**config.mk**
```make
export PLATFORM = sky130hd
export DESIGN_NAME = sdram_init_seq
export DESIGN_NICKNAME = d
export VERILOG_FILES = /design/src/rtl/sdram_init_pkg.sv /design/src/rtl/bank_offset_calc.sv /design/src/rtl/init_step_table.sv /design/src/rtl/delay_timer.sv /design/src/rtl/sdram_init_seq.sv
export SDC_FILE = /design/constraint.sdc
export NUM_CORES = 1
export LEC_CHECK = 0
export BUFFER_PORTS_ARGS = -buffer_cell sky130_fd_sc_hd__buf_2
export CORE_MARGIN = 4
export CORE_UTILIZATION = 51
export CTS_CLUSTER_SIZE = 40
export DETAILED_ROUTE_END_ITERATION = 8
export GPL_TIMING_DRIVEN = 0
export PLACE_DENSITY = 0.81
export SLEW_MARGIN = 10
export SYNTH_ARGS = -nofsm -noshare
export SYNTH_HDL_FRONTEND = slang
export SYNTH_SLANG_ARGS = --single-unit
```
**constraint.sdc**
```tcl
create_clock -name clk -period 3.3 [get_ports clk]
set_input_delay 0.165 -clock clk [delete_from_list [all_inputs] [get_ports clk]]
set_output_delay 0.165 -clock clk [all_outputs]
set_load 0.02 [all_outputs]
```
**src/rtl/sdram_init_pkg.sv**
```systemverilog
// Shared types for the SDRAM initialization sequencer.
// Assumes: command codes fit in 3 bits; bank offsets fit in OFS_W bits.
package sdram_init_pkg;

    localparam int OFS_W = 5;

    typedef enum logic [2:0] {
        CMD_NOP    = 3'd0,
        CMD_NORMAL = 3'd1,
        CMD_PALL   = 3'd2,
        CMD_MRS    = 3'd3,
        CMD_REF    = 3'd4,
        CMD_EMRS   = 3'd5,
        CMD_CAL    = 3'd6,
        CMD_WRITE  = 3'd7
    } cmd_e;

    typedef enum logic [1:0] {
        K_CMD  = 2'd0,
        K_WAIT = 2'd1,
        K_LOAD = 2'd2
    } kind_e;

    typedef enum logic [1:0] {
        W_NONE = 2'd0,
        W_PWR2 = 2'd1,
        W_PWR3 = 2'd2,
        W_DLL  = 2'd3
    } wait_e;

    typedef struct packed {
        kind_e      kind;
        cmd_e       code;
        logic [1:0] bank;
        logic       dll;
        logic       ocd;
        wait_e      wsel;
    } step_t;

endpackage

```
**src/rtl/bank_offset_calc.sv**
```systemverilog
// Computes the bit position of the bank-select field in the system address.
// Assumes: fields are static while sampled; the result is captured by the caller.
module bank_offset_calc
    import sdram_init_pkg::*;
#(
    parameter int COL_W         = 2,
    parameter int ROW_W         = 2,
    parameter bit INTERLEAVE_OK = 1'b1
) (
    input  logic [COL_W-1:0] col_sel,
    input  logic [ROW_W-1:0] row_sel,
    input  logic             interleave,
    input  logic             half_width,
    output logic [OFS_W-1:0] offset
);
    logic seq_decode;

    // Interleave only counts when the platform parameter permits it.
    generate
        if (INTERLEAVE_OK) begin : g_il
            assign seq_decode = ~interleave;
        end else begin : g_seq
            assign seq_decode = 1'b1;
        end
    endgenerate

    // Sum of column term, optional row term and bus-width term.
    always_comb begin
        offset = OFS_W'(col_sel) + OFS_W'(9);
        if (seq_decode) begin
            offset = offset + OFS_W'(row_sel) + OFS_W'(11);
        end
        offset = offset + (half_width ? OFS_W'(1) : OFS_W'(2));
    end
endmodule

```
**src/rtl/init_step_table.sv**
```systemverilog
// Maps a step index to the step descriptor for the selected memory type.
// Assumes: indices past the end of a list read as the final load step.
module init_step_table
    import sdram_init_pkg::*;
#(
    parameter int IDX_W = 5
) (
    input  logic             ddr3,
    input  logic [IDX_W-1:0] idx,
    output step_t            step
);
    // Builds a command step.
    function automatic step_t mk_cmd(cmd_e c, logic [1:0] b, logic d, logic o);
        step_t s;
        s.kind = K_CMD; s.code = c; s.bank = b; s.dll = d; s.ocd = o; s.wsel = W_NONE;
        return s;
    endfunction

    // Builds a wait step.
    function automatic step_t mk_wait(wait_e w);
        step_t s;
        s.kind = K_WAIT; s.code = CMD_NOP; s.bank = 2'd0; s.dll = 1'b0; s.ocd = 1'b0; s.wsel = w;
        return s;
    endfunction

    // Builds the final refresh-load step.
    function automatic step_t mk_load();
        step_t s;
        s.kind = K_LOAD; s.code = CMD_NOP; s.bank = 2'd0; s.dll = 1'b0; s.ocd = 1'b0; s.wsel = W_NONE;
        return s;
    endfunction

    // Step list lookup for both memory types.
    always_comb begin
        step = mk_load();
        if (!ddr3) begin
            case (idx)
                IDX_W'(0):  step = mk_cmd(CMD_NOP,    2'd0, 1'b0, 1'b0);
                IDX_W'(1):  step = mk_wait(W_PWR2);
                IDX_W'(2):  step = mk_cmd(CMD_NOP,    2'd0, 1'b0, 1'b0);
                IDX_W'(3):  step = mk_cmd(CMD_PALL,   2'd0, 1'b0, 1'b0);
                IDX_W'(4):  step = mk_cmd(CMD_EMRS,   2'd2, 1'b0, 1'b0);
                IDX_W'(5):  step = mk_cmd(CMD_EMRS,   2'd3, 1'b0, 1'b0);
                IDX_W'(6):  step = mk_cmd(CMD_EMRS,   2'd1, 1'b0, 1'b0);
                IDX_W'(7):  step = mk_cmd(CMD_MRS,    2'd0, 1'b1, 1'b0);
                IDX_W'(8):  step = mk_cmd(CMD_PALL,   2'd0, 1'b1, 1'b0);
                IDX_W'(9):  step = mk_cmd(CMD_REF,    2'd0, 1'b1, 1'b0);
                IDX_W'(10): step = mk_cmd(CMD_REF,    2'd0, 1'b1, 1'b0);
                IDX_W'(11): step = mk_cmd(CMD_MRS,    2'd0, 1'b0, 1'b0);
                IDX_W'(12): step = mk_cmd(CMD_EMRS,   2'd1, 1'b0, 1'b1);
                IDX_W'(13): step = mk_cmd(CMD_EMRS,   2'd1, 1'b0, 1'b0);
                IDX_W'(14): step = mk_cmd(CMD_NORMAL, 2'd0, 1'b0, 1'b0);
                IDX_W'(15): step = mk_cmd(CMD_WRITE,  2'd0, 1'b0, 1'b0);
                default:    step = mk_load();
            endcase
        end else begin
            case (idx)
                IDX_W'(0):  step = mk_cmd(CMD_NOP,    2'd0, 1'b0, 1'b0);
                IDX_W'(1):  step = mk_wait(W_PWR3);
                IDX_W'(2):  step = mk_cmd(CMD_NOP,    2'd0, 1'b0, 1'b0);
                IDX_W'(3):  step = mk_cmd(CMD_EMRS,   2'd2, 1'b0, 1'b0);
                IDX_W'(4):  step = mk_cmd(CMD_EMRS,   2'd3, 1'b0, 1'b0);
                IDX_W'(5):  step = mk_cmd(CMD_EMRS,   2'd1, 1'b0, 1'b0);
                IDX_W'(6):  step = mk_cmd(CMD_MRS,    2'd0, 1'b0, 1'b0);
                IDX_W'(7):  step = mk_wait(W_DLL);
                IDX_W'(8):  step = mk_cmd(CMD_CAL,    2'd0, 1'b0, 1'b0);
                IDX_W'(9):  step = mk_cmd(CMD_NORMAL, 2'd0, 1'b0, 1'b0);
                IDX_W'(10): step = mk_cmd(CMD_WRITE,  2'd0, 1'b0, 1'b0);
                default:    step = mk_load();
            endcase
        end
    end
endmodule

```
**src/rtl/delay_timer.sv**
```systemverilog
// Down-counter that expires after exactly the loaded number of cycles.
// Assumes: load_val >= 1; load only while not busy.
module delay_timer #(
    parameter int TW = 16
) (
    input  logic          clk,
    input  logic          rst_n,
    input  logic          load,
    input  logic [TW-1:0] load_val,
    output logic          expire
);
    logic          busy;
    logic [TW-1:0] cnt;

    assign expire = busy && (cnt == '0);

    // Loads, counts down and stops at zero.
    always_ff @(posedge clk) begin
        if (!rst_n) begin
            busy <= 1'b0;
            cnt  <= '0;
        end else if (load) begin
            busy <= 1'b1;
            cnt  <= load_val - TW'(1);
        end else if (busy) begin
            if (cnt == '0) busy <= 1'b0;
            else           cnt  <= cnt - TW'(1);
        end
    end

    // the count steps down by exactly one per cycle.
    assert_count_down_R7: assert property (@(posedge clk) disable iff (!rst_n)
        (busy && cnt != '0 && !load) |=> (busy && cnt == $past(cnt) - TW'(1)));

    // expiry ends the wait.
    assert_expire_once_R7: assert property (@(posedge clk) disable iff (!rst_n)
        (expire && !load) |=> !busy);
endmodule

```
**src/rtl/sdram_init_seq.sv**
```systemverilog
// SDRAM power-up initialization sequencer top.
// Walks the DDR2 or DDR3 step list, issues commands with a held valid
// strobe, times the waits and ends with a refresh-rate load and ready.
// Assumes: cmd_done is a one-cycle pulse given only while cmd_valid is high.
module sdram_init_seq
    import sdram_init_pkg::*;
#(
    parameter int AW            = 32,
    parameter int RW            = 12,
    parameter int COL_W         = 2,
    parameter int ROW_W         = 2,
    parameter bit INTERLEAVE_OK = 1'b1,
    parameter int CLK_PER_US    = 200,
    parameter int PWR_DDR2_US   = 200,
    parameter int PWR_DDR3_US   = 500,
    parameter int DLL_WAIT_US   = 50
) (
    input  logic             clk,
    input  logic             rst_n,
    input  logic             start,
    input  logic             ddr3_mode,
    input  logic [COL_W-1:0] col_sel,
    input  logic [ROW_W-1:0] row_sel,
    input  logic             interleave,
    input  logic             half_width,
    input  logic [RW-1:0]    refresh_cfg,
    output logic             cmd_valid,
    output logic [2:0]       cmd_code,
    output logic [AW-1:0]    cmd_addr,
    output logic             cmd_dll_reset,
    output logic             cmd_ocd_default,
    input  logic             cmd_done,
    output logic             refresh_load,
    output logic [RW-1:0]    refresh_value,
    output logic             ready
);
    localparam int IDX_W   = 5;
    localparam int CYC_P2  = PWR_DDR2_US * CLK_PER_US;
    localparam int CYC_P3  = PWR_DDR3_US * CLK_PER_US;
    localparam int CYC_DLL = DLL_WAIT_US * CLK_PER_US;
    localparam int CYC_MAX = (CYC_P2 > CYC_P3) ? ((CYC_P2 > CYC_DLL) ? CYC_P2 : CYC_DLL)
                                               : ((CYC_P3 > CYC_DLL) ? CYC_P3 : CYC_DLL);
    localparam int TW      = $clog2(CYC_MAX + 1);
    localparam logic [OFS_W-1:0] OFS_MIN = OFS_W'(9);
    localparam logic [OFS_W-1:0] OFS_MAX = OFS_W'((1 << COL_W) - 1 + 9 + (1 << ROW_W) - 1 + 11 + 2);

    typedef enum logic [2:0] {S_IDLE, S_STEP, S_ISSUE, S_DELAY, S_DONE} state_e;

    state_e           state;
    logic [IDX_W-1:0] idx;
    logic             ddr3_q;
    logic [OFS_W-1:0] off_q;
    logic [OFS_W-1:0] off_calc;
    logic [RW-1:0]    refresh_q;
    step_t            cur;
    logic             t_load;
    logic [TW-1:0]    t_val;
    logic             t_expire;

    bank_offset_calc #(
        .COL_W(COL_W), .ROW_W(ROW_W), .INTERLEAVE_OK(INTERLEAVE_OK)
    ) u_ofs (
        .col_sel(col_sel), .row_sel(row_sel), .interleave(interleave),
        .half_width(half_width), .offset(off_calc)
    );

    init_step_table #(.IDX_W(IDX_W)) u_tbl (
        .ddr3(ddr3_q), .idx(idx), .step(cur)
    );

    // Selects the wait length for the current wait step.
    always_comb begin
        case (cur.wsel)
            W_PWR2:  t_val = TW'(CYC_P2);
            W_PWR3:  t_val = TW'(CYC_P3);
            W_DLL:   t_val = TW'(CYC_DLL);
            default: t_val = TW'(1);
        endcase
        t_load = (state == S_STEP) && (cur.kind == K_WAIT);
    end

    delay_timer #(.TW(TW)) u_tmr (
        .clk(clk), .rst_n(rst_n), .load(t_load), .load_val(t_val), .expire(t_expire)
    );

    // Main sequencer: capture, decode steps, hold commands, finish.
    always_ff @(posedge clk) begin
        if (!rst_n) begin
            state           <= S_IDLE;
            idx             <= '0;
            ddr3_q          <= 1'b0;
            off_q           <= OFS_MIN;
            refresh_q       <= '0;
            cmd_valid       <= 1'b0;
            cmd_code        <= 3'd0;
            cmd_addr        <= '0;
            cmd_dll_reset   <= 1'b0;
            cmd_ocd_default <= 1'b0;
            refresh_load    <= 1'b0;
            refresh_value   <= '0;
            ready           <= 1'b0;
        end else begin
            refresh_load <= 1'b0;
            case (state)
                S_IDLE: begin
                    if (start) begin
                        state     <= S_STEP;
                        idx       <= '0;
                        ddr3_q    <= ddr3_mode;
                        off_q     <= off_calc;
                        refresh_q <= refresh_cfg;
                    end
                end
                S_STEP: begin
                    case (cur.kind)
                        K_CMD: begin
                            cmd_valid       <= 1'b1;
                            cmd_code        <= cur.code;
                            cmd_addr        <= AW'(cur.bank) << off_q;
                            cmd_dll_reset   <= cur.dll;
                            cmd_ocd_default <= cur.ocd;
                            state           <= S_ISSUE;
                        end
                        K_WAIT: state <= S_DELAY;
                        default: begin
                            refresh_load  <= 1'b1;
                            refresh_value <= refresh_q;
                            ready         <= 1'b1;
                            state         <= S_DONE;
                        end
                    endcase
                end
                S_ISSUE: begin
                    if (cmd_done) begin
                        cmd_valid <= 1'b0;
                        idx       <= idx + IDX_W'(1);
                        state     <= S_STEP;
                    end
                end
                S_DELAY: begin
                    if (t_expire) begin
                        idx   <= idx + IDX_W'(1);
                        state <= S_STEP;
                    end
                end
                default: ;
            endcase
        end
    end

    // a presented command holds still until done.
    assert_hold_until_done_R6: assert property (@(posedge clk) disable iff (!rst_n)
        (cmd_valid && !cmd_done) |=> (cmd_valid && $stable(cmd_code) && $stable(cmd_addr)
                                      && $stable(cmd_dll_reset) && $stable(cmd_ocd_default)));

    // done drops the strobe for at least one cycle.
    assert_gap_after_done_R6: assert property (@(posedge clk) disable iff (!rst_n)
        (cmd_valid && cmd_done) |=> !cmd_valid);

    // the captured offset stays in its legal range once running.
    assert_offset_range_R3: assert property (@(posedge clk) disable iff (!rst_n)
        (state != S_IDLE) |-> (off_q >= OFS_MIN && off_q <= OFS_MAX));

    // ready is sticky.
    assert_ready_sticky_R10: assert property (@(posedge clk) disable iff (!rst_n)
        ready |=> ready);

    // the load strobe is a single cycle coinciding with ready rising.
    assert_load_pulse_R10: assert property (@(posedge clk) disable iff (!rst_n)
        refresh_load |-> ($rose(ready) ##1 !refresh_load));

    // no command activity once ready.
    assert_quiet_when_ready_R10: assert property (@(posedge clk) disable iff (!rst_n)
        ready |-> !cmd_valid);
endmodule

```
==> qor.yml, run 1 <==
synth-compound-area-share: 0.183
synth_top_flop_cell: "dfxtp_1"
port_buffers: 72
slew_headroom: 0.440
grt_pass1_vias: 4566
grt-ovfl-total: 0
cts_buffer_depth: 2
fin_worst_skew_ps: 15.3
synthAdderAreaFrac: 0.0498
nets: 726
critPathMaxFanout: 8
layout_common_cells: "dfxtp_1, nand2_1, buf_2, nor2_1, a21oi_1"
synth_xor_area_frac: 0.0311
fin_total_pwr_mw: 2.55
period_minus_slack_ps: 3200
hpwl_um: 9690
synth_area_leaders: "dfxtp_1, nand2_1, a21oi_1"
first_pass_iters: 5
track_usage: 0.227
num_io_pins: 75
die_h_um: 108
finalSetupViolations: 0
outcome: "finished clean"
power_leakage_nw: 2.42
cp-end-kind: "flop"
maxCapViolCount: 0
required_ps: 3580
crit_path_top_delay_cell: "or4_1"
grt_pass1_wl_um: 21400
hold_ws_ps: 2.17
crit_arrival_ps: 3480
routed_wl_um: 13100
syn_inst: 603
htreeDepth: 3
synthDistinctLibCells: 58
drc_errors: 0
antenna_found_initial: 0
fin_crit_sh: 0.971
ys_warn_count: 0
die_area_mm2: 0.0116
cp_top_family: "simple AND/OR/NAND/NOR gates"
drt-wirelength-per-cell_um: 16.0
hold_viol: 0
avgSynthCellArea_um2: 8.42
critPathMaxStageDelay_ps: 560
crit_type: "reg2reg"
drive_above_1_share: 0.177
syn_nets: 645
cpMostUsedCell: "or4_1"
slew_viol_final: 0
ant_nets: 0
synth_simple_gate_area_frac: 0.212
netlist_area_mm2: 0.00508
synth_top_area_share: 0.438
final_common_cell: "dfxtp_1"
synth_mux_area_frac: 0.0426
cts.hold.buffers_added: 0
async_reset_ff_frac: 0
synth_edf_count: 0
cts_sinks: 111
vias: 4764
cts_root_buffer: "clkbuf_8"
initial_core_util: 0.522
critPathLaunchType: "flop"
antenna_cells: 0
row_count: 36
grt_max_degree: 22
die_w_um: 108
yosysTopAreaCell: "dfxtp_1"
critPathBufInv: 2
min_path_type: "in2reg"
viasPerCell: 5.80
ys_ff_latch: 111
worstPathCellList: "or4_1, or4_1, buf_2, o21ai_4, mux2_2, and3_1, ha_2, o211ai_1, inv_1, or2_1"
cts_tree: "yes"
insertion_delay_ps: 390
path_clk_slew_ps: 120
gp_congestion: 0.937
syn2layout_area_growth_pct: 15.0
ir_drop_v: 0.000262
cts-buffers-inserted: 9
yosysSeqAreaShare: 0.438
fmax_ghz: 0.312
synth_top_family_by_area: "simple AND/OR/NAND/NOR gates"
worst_pin_slew_ps: 838
core_mm2: 0.00973
drt_iter0_markers: 366
power_density_mw_per_mm2: 438
rsz0062_at_grt: "false"
[worst reg2reg max path, delay by kind of cell (launching register included)]
family,cells,cell delay (ps)
AO/OA/AOI/OAI,2,310
flip-flops,1,370
adder cells (fa/ha/maj),1,230
buffers and inverters,2,290
multiplexers,1,410
AND/OR/NAND/NOR,4,1500
[power by group]
group	switching, mW	total, mW	leakage [nW]	internal, mW
registers	0.0311	1.40	0.899	1.37
logic	0.207	0.320	1.42	0.113
clock network	0.531	0.832	0.102	0.301
total	0.769	2.55	2.42	1.79
[metrics by stage]
stage	setup WS, ps	util	setup TNS (ps)	std cells	area, µm²
floorplan	209	-	0	603	5080
global placement	-111	0.576	-344	808	5600
detailed placement	-312	0.576	-1740	808	5600
CTS	1.19	0.598	0	823	5820
global route	5.60	0.600	0	822	5840
finish	95.3	0.600	0	822	5840
[logic make-up after synthesis]
| logic type | Yosys count |
|---|---|
| flops | 111 |
| compound gates | 145 |
| fa+ha+maj | 19 |
| xor+xnor | 18 |
| mux | 20 |
| buf+inv | 58 |
| simple gates | 232 |
[synth_stat cells, types with 3 or more instances]
library cell,instances
inv_1,23
nor3_1,17
or3_1,5
o211ai_1,8
or4_1,3
nand3b_1,5
xnor2_1,11
clkbuf_1,30
dfxtp_1,111
nand2b_1,9
o22ai_1,3
nand2_1,82
a211oi_1,5
ha_1,17
mux2i_1,10
and3_1,6
o21ai_0,16
a21oi_1,57
o21a_1,5
or2_2,3
mux2_2,9
nor2b_1,4
buf_2,3
xor2_1,7
nand3_1,17
nor2_1,66
a22oi_1,28
o31ai_1,7
[path summary, 6_finish.rpt]
path	from	to	slack [ps]	cells past startpoint
max	u_tmr.cnt[12]	flop	100	10
min	refresh_cfg[7]	refresh_q[7]	2	3
max reg2reg	u_tmr.cnt[12]	flop	100	10
min reg2reg	refresh_q[10]	refresh_value[10]	460	2
[layer usage]
| layer | up-vias | global-route usage | routed length (µm) | part of all wire |
|---|---|---|---|---|
| met2 | 206 | 0.375 | 6200 | 0.47 |
| met3 | 40 | 0.0396 | 919 | 0.070 |
| met4 | 0 | 0.104 | 399 | 0.030 |
| li1 | 2268 | - | - | - |
| met1 | 2250 | 0.289 | 5600 | 0.43 |
| met5 | - | 0 | 0 | 0 |
[cell type report]
cell class	count	area [µm²]
sequential	111	2220
fill	872	3890
tap	133	166
timing repair buffer	73	368
multi-input combinational	434	2670
clock buffer	9	124
clock inverter	7	72.6
buffer	32	129
inverter	23	86.3
[repair_timing]
action	4_1_cts	5_1_grt
setup buffers	1	0
setup endpoints to repair	14	8
pin swaps	1	0
resized for setup	5	9
No activity file was read; power rests on OpenSTA's default activity.
==> run 2: changes to the inputs <==
CORE_UTILIZATION = 57   (was 51)
PLACE_DENSITY = 0.86   (was 0.81)
clock period = 3.4 ns   (was 3.3 ns; I/O delays follow)
==> run 2 against run 1 <==
  * Combinational power is 3% lower
  * Sequential power shrank 3%
  * Cell area fell by 1.0%
  * Wire length down 1.2%
  * Largest cell class unchanged
  * Final cell count down 3.0%
  * Critical path depth increased by 2
  * Utilization grew 6.6 points
==> qor.yml, run 2 (same netlist as run 1, synthesis figures left out) <==
antenna_found_initial: 0  # unchanged
routed_wl_um: 13000  # -1.2%
path_clk_slew_ps: 100  # -20 ps
fmax_ghz: 0.307  # -1.5%
drt-wirelength-per-cell_um: 16.3  # +1.9%
grt_pass1_vias: 4528  # -0.83%
drc_errors: 0  # unchanged
antenna_cells: 0  # unchanged
final_common_cell: "dfxtp_1"
row_count: 34  # -5.6%
dpl.cell_count: 783  # -3.1%
fin_crit_sh: 0.957  # -0.0146
hold_end: "refresh_q[7]"
required_ps: 3670  # +90 ps
rr_worst_depth: 12  # +2
swShare: 0.271  # -0.0306
port_buffers: 72  # unchanged
rsz0062_at_grt: "true"
gp_congestion: 0.919  # -2.0%
r2r-start: "ddr3_q"
vias: 4757  # -0.15%
cts_sinks: 111  # unchanged
p_int_mw: 1.78  # -0.48%
die_h_um: 102  # -5.0%
grt_pass1_wl_um: 21100  # -1.7%
worst_pin_slew_ps: 968  # +130 ps
p_seq_frac: 0.557  # +0.008
regToRegSetupSlack_ps: 150  # +50 ps
critPathLaunchType: "flop"
drive_above_1_share: 0.168  # -0.00871
grt_use_met3: 0.0437  # +0.00409
fin_worst_skew_ps: 11.3  # -4.00 ps
cts.hold.buffers_added: 0  # unchanged
period_minus_slack_ps: 3250  # +47.6 ps
insertion_delay_ps: 370  # -20 ps
power_density_mw_per_mm2: 421  # -3.7%
clock_power_share: 0.315  # -0.011
worstPathCellList: "buf_2, nand2_1, a21oi_1, inv_1, ha_1, nand2_1, a21boi_0, ha_2, o2111a_1, nand3b_1, xnor2_1, a31o_2"
cp_top_family: "compound AO/OA/AOI/OAI gates"
dpl_cell_area_mm2: 0.00557  # -0.56%
ant_nets: 0  # unchanged
stdcell_count: 797  # -3.0%
crit_type: "reg2reg"
final_design_area_no_fill_mm2: 0.00578  # -1.0%
crit_arrival_ps: 3520  # +40 ps
power_leakage_nw: 2.40  # -0.54%
r2r_end: "u_tmr.cnt[16]"
min-delay-start: "refresh_cfg[7]"
p_comb_frac: 0.128  # +0.003
met2_usage: 0.439  # +0.0640
slew_headroom: 0.354  # -0.0865
cts_buffer_depth: 2  # unchanged
die_w_um: 102  # -5.0%
syn2layout_area_growth_pct: 13.9
track_usage: 0.253  # +0.0257
critPathMaxStageDelay_ps: 450  # -110 ps
hold_ws_ps: 25.2  # +23.0 ps
critPathMaxFanout: 10  # +2
min_path_cells: 3  # unchanged
layout_common_cells: "dfxtp_1, nand2_1, buf_2, nor2_1, a21oi_1"
hold_viol: 0  # unchanged
crit_path_top_delay_cell: "dfxtp_1"
htreeDepth: 3  # unchanged
viasPerCell: 5.97  # +3.0%
outcome: "finished clean"
cts-buffers-inserted: 9  # unchanged
top_usage_layer: "met2"
nets: 727  # +0.14%
cts_tree: "yes"
critPathBufInv: 2  # unchanged
cp-end-kind: "flop"
grtUsageMet1: 0.305  # +0.0159
die_area_mm2: 0.0105  # -9.8%
hpwl_um: 9610  # -0.90%
cts_root_buffer: "clkbuf_8"
drt_iter0_markers: 309  # -16%
min_path_type: "in2reg"
grt-ovfl-total: 0  # unchanged
maxCapViolCount: 0  # unchanged
first_pass_iters: 6  # +1
finalSetupViolations: 0  # unchanged
ir_drop_v: 0.000285  # +8.9%
final_util: 0.666  # +0.0659
num_io_pins: 75  # unchanged
core_mm2: 0.00868  # -11%
grt_max_degree: 18  # -18%
power_switching_mw: 0.659  # -14%
cpMostUsedCell: "nand2_1"
slew_viol_final: 0  # unchanged
initial_core_util: 0.585  # +0.0632
-- run 2: cell types whose count changed in the layout (fill, tap and decap cells not counted), moves of 2 or more --
| cell | before | now |
|---|---|---|
| clkbuf_1 | 26 | 30 |
| dfxtp_1 | 109 | 111 |
| inv_8 | 3 | 1 |
| dfxtp_2 | 2 | 0 |
-- run 2: per-stage QoR --
stage	setup slack, ps	TNS, ps	total power [mW]
final	148	0	2.44
after global placement	46.6	0	1.67
after detailed placement	-45.5	-48.0	1.69
after global routing	-37.3	-37.3	2.53
after CTS	4.08	0	2.44
after floorplan	309	0	1.59
-- run 2: worst max path at each step --
stage	depth (start not counted)	start	end
detailed placement	13	ddr3_q	u_tmr.cnt[16]
CTS	10	u_tmr.cnt[12]	flop
global route	12	ddr3_q	u_tmr.cnt[16]
global placement	10	u_tmr.cnt[12]	flop
finish	12	ddr3_q	u_tmr.cnt[16]
floorplan	10	u_tmr.cnt[12]	flop
-- run 2: final cells by class --
class / count / area (µm²)
inverter: 23 / 86.3
buffer: 34 / 133
clock inverter: 5 / 58.8
sequential: 111 / 2220
timing repair buffer: 72 / 360
clock buffer: 10 / 128
multi-input combinational: 434 / 2660
tap: 108 / 135
fill: 701 / 2900
-- run 2: layer usage --
metal,vias to the layer above,share of wire
met2,220,0.50
met5,-,0
met1,2239,0.40
met3,38,0.076
met4,0,0.028
li1,2260,-
-- run 2: worst min-delay path, stage by stage --
cell and delay (ps):
buf_2 90, nand2_1 50, a21oi_1 50
-- run 2: power by group through the flow --
stage	registers, mW	clock network, mW	logic, mW
after CTS	1.36	0.776	0.303
after global routing	1.36	0.826	0.343
after global placement	1.38	0	0.287
after floorplan	1.38	0	0.211
final	1.36	0.768	0.311
after detailed placement	1.39	0	0.300
-- run 2: repair_timing --
item / 4_1_cts / 5_1_grt
gates resized for setup: 2 / 5
setup endpoints to repair: 5 / 16
buffers inserted: 0 / 0
pin swaps: 0 / 1
